`config.mk`:
```
export PLATFORM = sky130hd
export DESIGN_NAME = mclk_ratio_gen
export DESIGN_NICKNAME = d
export VERILOG_FILES = /design/src/rtl/mclk_gen_pkg.sv /design/src/rtl/mclk_free_count.sv /design/src/rtl/mclk_cfg_check.sv /design/src/rtl/mclk_tap_sel.sv /design/src/rtl/mclk_ratio_gen.sv
export SDC_FILE = /design/constraint.sdc
export NUM_CORES = 1
export LEC_CHECK = 0
export CORE_AREA = 2 2 39 41
export DETAILED_ROUTE_END_ITERATION = 12
export DIE_AREA = 0 0 41 43
export DONT_BUFFER_PORTS = 1
export HOLD_SLACK_MARGIN = 0.12
export PLACE_DENSITY = 0.48
export SYNTH_ARGS = -nofsm -noshare
export SYNTH_HDL_FRONTEND = slang
export SYNTH_SLANG_ARGS = --single-unit
```
`constraint.sdc`:
```
create_clock -name clk_i -period 2.17 [get_ports clk_i]
set_clock_uncertainty 0.1 [all_clocks]
set_input_delay 0.217 -clock clk_i [delete_from_list [all_inputs] [get_ports clk_i]]
set_output_delay 0.217 -clock clk_i [all_outputs]
set_load 0.02 [all_outputs]
```
`src/rtl/mclk_gen_pkg.sv`:
```
package mclk_gen_pkg;
    parameter int unsigned CODE_W          = 3;
    parameter int unsigned MAX_CODE_WIDE   = 4;  // highest code on the 512*fs base
    parameter int unsigned MAX_CODE_NARROW = 3;  // highest code on the 384*fs base
    localparam int unsigned CNT_W          = MAX_CODE_WIDE + 1;

    typedef enum logic {
        BASE_512 = 1'b0,
        BASE_384 = 1'b1
    } base_e;

    typedef struct packed {
        logic en;
        logic mclk;
        logic err;
    } gate_state_t;
endpackage

```
`src/rtl/mclk_free_count.sv`:
```
module mclk_free_count #(
    parameter int unsigned W = 5
) (
    input  logic         clk_i,
    input  logic         rst_ni,
    output logic [W-1:0] cnt_next_o
);
    logic [W-1:0] cnt_q;

    assign cnt_next_o = cnt_q + W'(1);

    always_ff @(posedge clk_i or negedge rst_ni) begin
        if (!rst_ni) cnt_q <= '0;
        else         cnt_q <= cnt_next_o;
    end
endmodule

```
`src/rtl/mclk_cfg_check.sv`:
```
module mclk_cfg_check
    import mclk_gen_pkg::*;
(
    input  logic              base_sel_i,
    input  logic [CODE_W-1:0] code_i,
    output logic              legal_o
);
    always_comb begin
        if (base_e'(base_sel_i) == BASE_384) legal_o = (code_i <= CODE_W'(MAX_CODE_NARROW));
        else                                 legal_o = (code_i <= CODE_W'(MAX_CODE_WIDE));
    end
endmodule

```
`src/rtl/mclk_tap_sel.sv`:
```
module mclk_tap_sel #(
    parameter int unsigned W      = 5,
    parameter int unsigned CODE_W = 3
) (
    input  logic [W-1:0]      cnt_i,
    input  logic [CODE_W-1:0] code_i,
    input  logic              legal_i,
    output logic              tap_o
);
    logic [W-1:0] hit;

    for (genvar i = 0; i < W; i++) begin : g_tap
        assign hit[i] = (code_i == CODE_W'(i)) & cnt_i[i];
    end

    assign tap_o = legal_i & (|hit);
endmodule

```
`src/rtl/mclk_ratio_gen.sv`:
```
module mclk_ratio_gen
    import mclk_gen_pkg::*;
(
    input  logic              clk_i,
    input  logic              rst_ni,
    input  logic              base_sel_i,
    input  logic [CODE_W-1:0] mult_code_i,
    input  logic              run_i,
    output logic              mclk_o,
    output logic              mclk_oe_o,
    output logic              cfg_err_o
);
    logic [CNT_W-1:0] cnt_next;
    logic             legal;
    logic             tap_next;
    gate_state_t      st_d, st_q;

    mclk_free_count #(.W(CNT_W)) u_count (
        .clk_i      (clk_i),
        .rst_ni     (rst_ni),
        .cnt_next_o (cnt_next)
    );

    mclk_cfg_check u_cfg (
        .base_sel_i (base_sel_i),
        .code_i     (mult_code_i),
        .legal_o    (legal)
    );

    mclk_tap_sel #(.W(CNT_W), .CODE_W(CODE_W)) u_tap (
        .cnt_i   (cnt_next),
        .code_i  (mult_code_i),
        .legal_i (legal),
        .tap_o   (tap_next)
    );

    // The gate may only move where the divided clock will be low.
    always_comb begin
        st_d     = st_q;
        st_d.err = ~legal;
        if (!tap_next) st_d.en = run_i & legal;
        st_d.mclk = st_d.en & tap_next;
    end

    always_ff @(posedge clk_i or negedge rst_ni) begin
        if (!rst_ni) st_q <= '0;
        else         st_q <= st_d;
    end

    assign mclk_o    = st_q.mclk;
    assign mclk_oe_o = st_q.en;
    assign cfg_err_o = st_q.err;
endmodule

```
==> results.json <==
{
  "status": "completed",
  "cp_max_fo": 4,
  "tritoncts": "yes",
  "p_comb_frac": 0.063,
  "seq_area_um2": 200,
  "grt_pass1_wl_um": 1060,
  "design.core.area_um2": 1380,
  "grtUsageTotal": 0.0974,
  "p_sw_uw": 62.4,
  "cts_sinks": 8,
  "cts_resized": 0,
  "avgSynthCellArea_um2": 12.2,
  "fmax_mhz": 531,
  "p_seq_frac": 0.548,
  "fin_nets": 45,
  "num_rows": 14,
  "finalSetupTns_ps": 0,
  "cp.required_ps": 2220,
  "worstRegToRegCells": 6,
  "die_h_um": 43,
  "syn-num-nets": 36,
  "gp_congestion": 0.747,
  "cp_slowest_cell": "dfrtp_1",
  "p_per_area_nw_per_um2": 682,
  "fill_cells": 141,
  "overflow": 0,
  "reg2reg_from": "u_count.cnt_q[0]",
  "r2r-end": "mclk_oe_o",
  "first_iter_violations": 10,
  "ys_seq_elements": 8,
  "route.detailed.drc": 0,
  "worstPathArrival_ps": 1930,
  "dr.pass1.iters": 4,
  "netlist_instances": 28,
  "hold_path_end": "mclk_o",
  "slowest_delay_ps": 400,
  "grt_pass1_vias": 262,
  "grt_max_degree": 9,
  "synth_top_area_cell": "dfrtp_1",
  "post-route-period-util": 0.869,
  "r2r_slack_ps": 280,
  "dieWidth_um": 41,
  "synth_area_um2": 340,
  "ys_seq_area_frac": 0.588,
  "slew_violations": 0,
  "hold_class": "primary input to flip-flop",
  "vias": 251,
  "finalHoldViolations": 0,
  "post-route-min-period_ps": 1890,
  "end_kind": "flip-flop",
  "path_class": "flip-flop to flip-flop",
  "pin_count": 10,
  "htree_num_levels": 1,
  "startpoint": "u_count.cnt_q[0]",
  "vdd_drop_max_mv": 0.357,
  "swShare": 0.217,
  "numPortBuffers": 0,
  "power.share.clock": 0.388,
  "hp-start": "mult_code_i[2]",
  "drt-total-wl_um": 666,
  "multi_input_area_um2": 133,
  "yosys-top-cells-area": "dfrtp_1 (59%), xnor2_1 (5.1%), and4bb_1 (3.7%)",
  "clock_latency_ps": 250,
  "synth_top_area_frac": 0.588,
  "ys_types": 16,
  "startpoint_type": "flip-flop",
  "leakage_uw": 0.000219,
  "antenna_found_initial": 0,
  "slew_headroom": 0.697,
  "area_growth_pct": 24.3,
  "yosys_warnings": 0,
  "vias_per_cell": 4.92,
  "crit_path_cell_trace": "ha_1 -> xor2_1 -> and4bb_1 -> a221o_1 -> o211a_1 -> a31o_1",
  "p_int_uw": 226,
  "drv_cap": 0,
  "setup_viol": 0,
  "clkTransAtPathRegs_ps": 60,
  "fin_area_um2": 423,
  "layout-drive-gt1-share": 0.0857,
  "clockBufferDepth": 2,
  "tightest_slew_ps": 451,
  "antenna_cells": 0,
  "root_buffer": "clkbuf_4",
  "rsz0062_at_grt": "no",
  "cts_buffers": 3,
  "placed_cell_area_um2": 360,
  "start_util": 0.246,
  "min_path_cells": 2,
  "dieArea_um2": 1760,
  "postRouteAntennaNets": 0,
  "wl_per_cell_um": 13.1
}
==> layout make-up <==
class	count	share of cell area
Clock buffer	3	0.0533
Inverter	2	0.0178
Tap cell	16	0.0473
Timing Repair Buffer	4	0.0947
Sequential cell	8	0.473
Multi-Input combinational cell	18	0.314
==> per-layer routing <==
metal,GRT usage,wire length (um),vias up
met5,0,0,-
met4,0.0400,0,0
met3,0.0785,68,0
met2,0.122,306,17
met1,0.120,291,118
li1,-,-,116
==> registers in the layout, indices dropped and copies added (netlist names) <==
| register | cells |
|---|---|
| u_count.cnt_q | 5 |
| cfg_err_o | 1 |
| mclk_o | 1 |
| mclk_oe_o | 1 |
==> synth_stat cells, drive strengths merged <==
cell type and number:
and3b 1, xnor2 2, o211a 1, o21ai 1
o31ai 1, xor2 1, a221o 1, dfrtp 8
ha 1, nand3 2, a31o 1, and4bb 1
and3 1, nand2 1, inv 2, nor2 3
==> metrics by stage <==
stage	util	setup WS (ps)	hold WS (ps)	cells	total power (uW)
floorplan	-	367	-179	28	168
CTS	0.306	274	123	51	296
global placement	0.260	321	-178	44	170
global route	0.306	198	155	51	307
finish	0.306	285	140	51	288
detailed placement	0.260	274	-178	44	170
==> worst max path at each step <==
stage / end / depth (start not counted)
2_1_floorplan: mclk_oe_o / 6
3_3_place_gp: mclk_oe_o / 6
3_5_place_dp: mclk_oe_o / 6
4_1_cts: mclk_oe_o / 6
5_1_grt: mclk_oe_o / 6
6_report: mclk_oe_o / 6
==> what timing repair did <==
| action | 4_1_cts | 5_1_grt |
|---|---|---|
| hold buffers | 4 | 0 |
| hold endpoints to repair | 10 | 0 |
| buffers inserted | 0 | 0 |
==> cell families after synthesis <==
group	share of synthesized area
adders and majority gates	0.0368
DFF	0.588
buffers and inverters	0.0221
xor gates and xnor gates	0.0772
and+or+nand+nor	0.154
AOI/OAI and AO/OA	0.121
==> worst max-delay path, delay by kind of cell, from the launching register on <==
| family | cells | cell delay, ps |
|---|---|---|
| fa+ha+maj | 1 | 230 |
| simple gates | 1 | 200 |
| flops | 1 | 400 |
| xor+xnor | 1 | 160 |
| compound gates | 3 | 700 |
==> layout by cell type, fill, tap and decap left out, types with 2 or more instances in the layout <==
cell and n:
nor2_1 3, xnor2_1 2, dlygate4sd3_1 4, dfrtp_1 8, nand3_1 2, clkbuf_4 3, inv_1 2
==> power groups by stage <==
stage               registers (uW)  clock network, uW  logic [uW]
finish                         158                112        18.3
global placement               161                  0        9.10
detailed placement             161                  0        9.54
global route                   158                129        20.6
floorplan                      160                  0        7.86
CTS                            158                120        18.5
No activity file was read; power rests on OpenSTA's default activity.
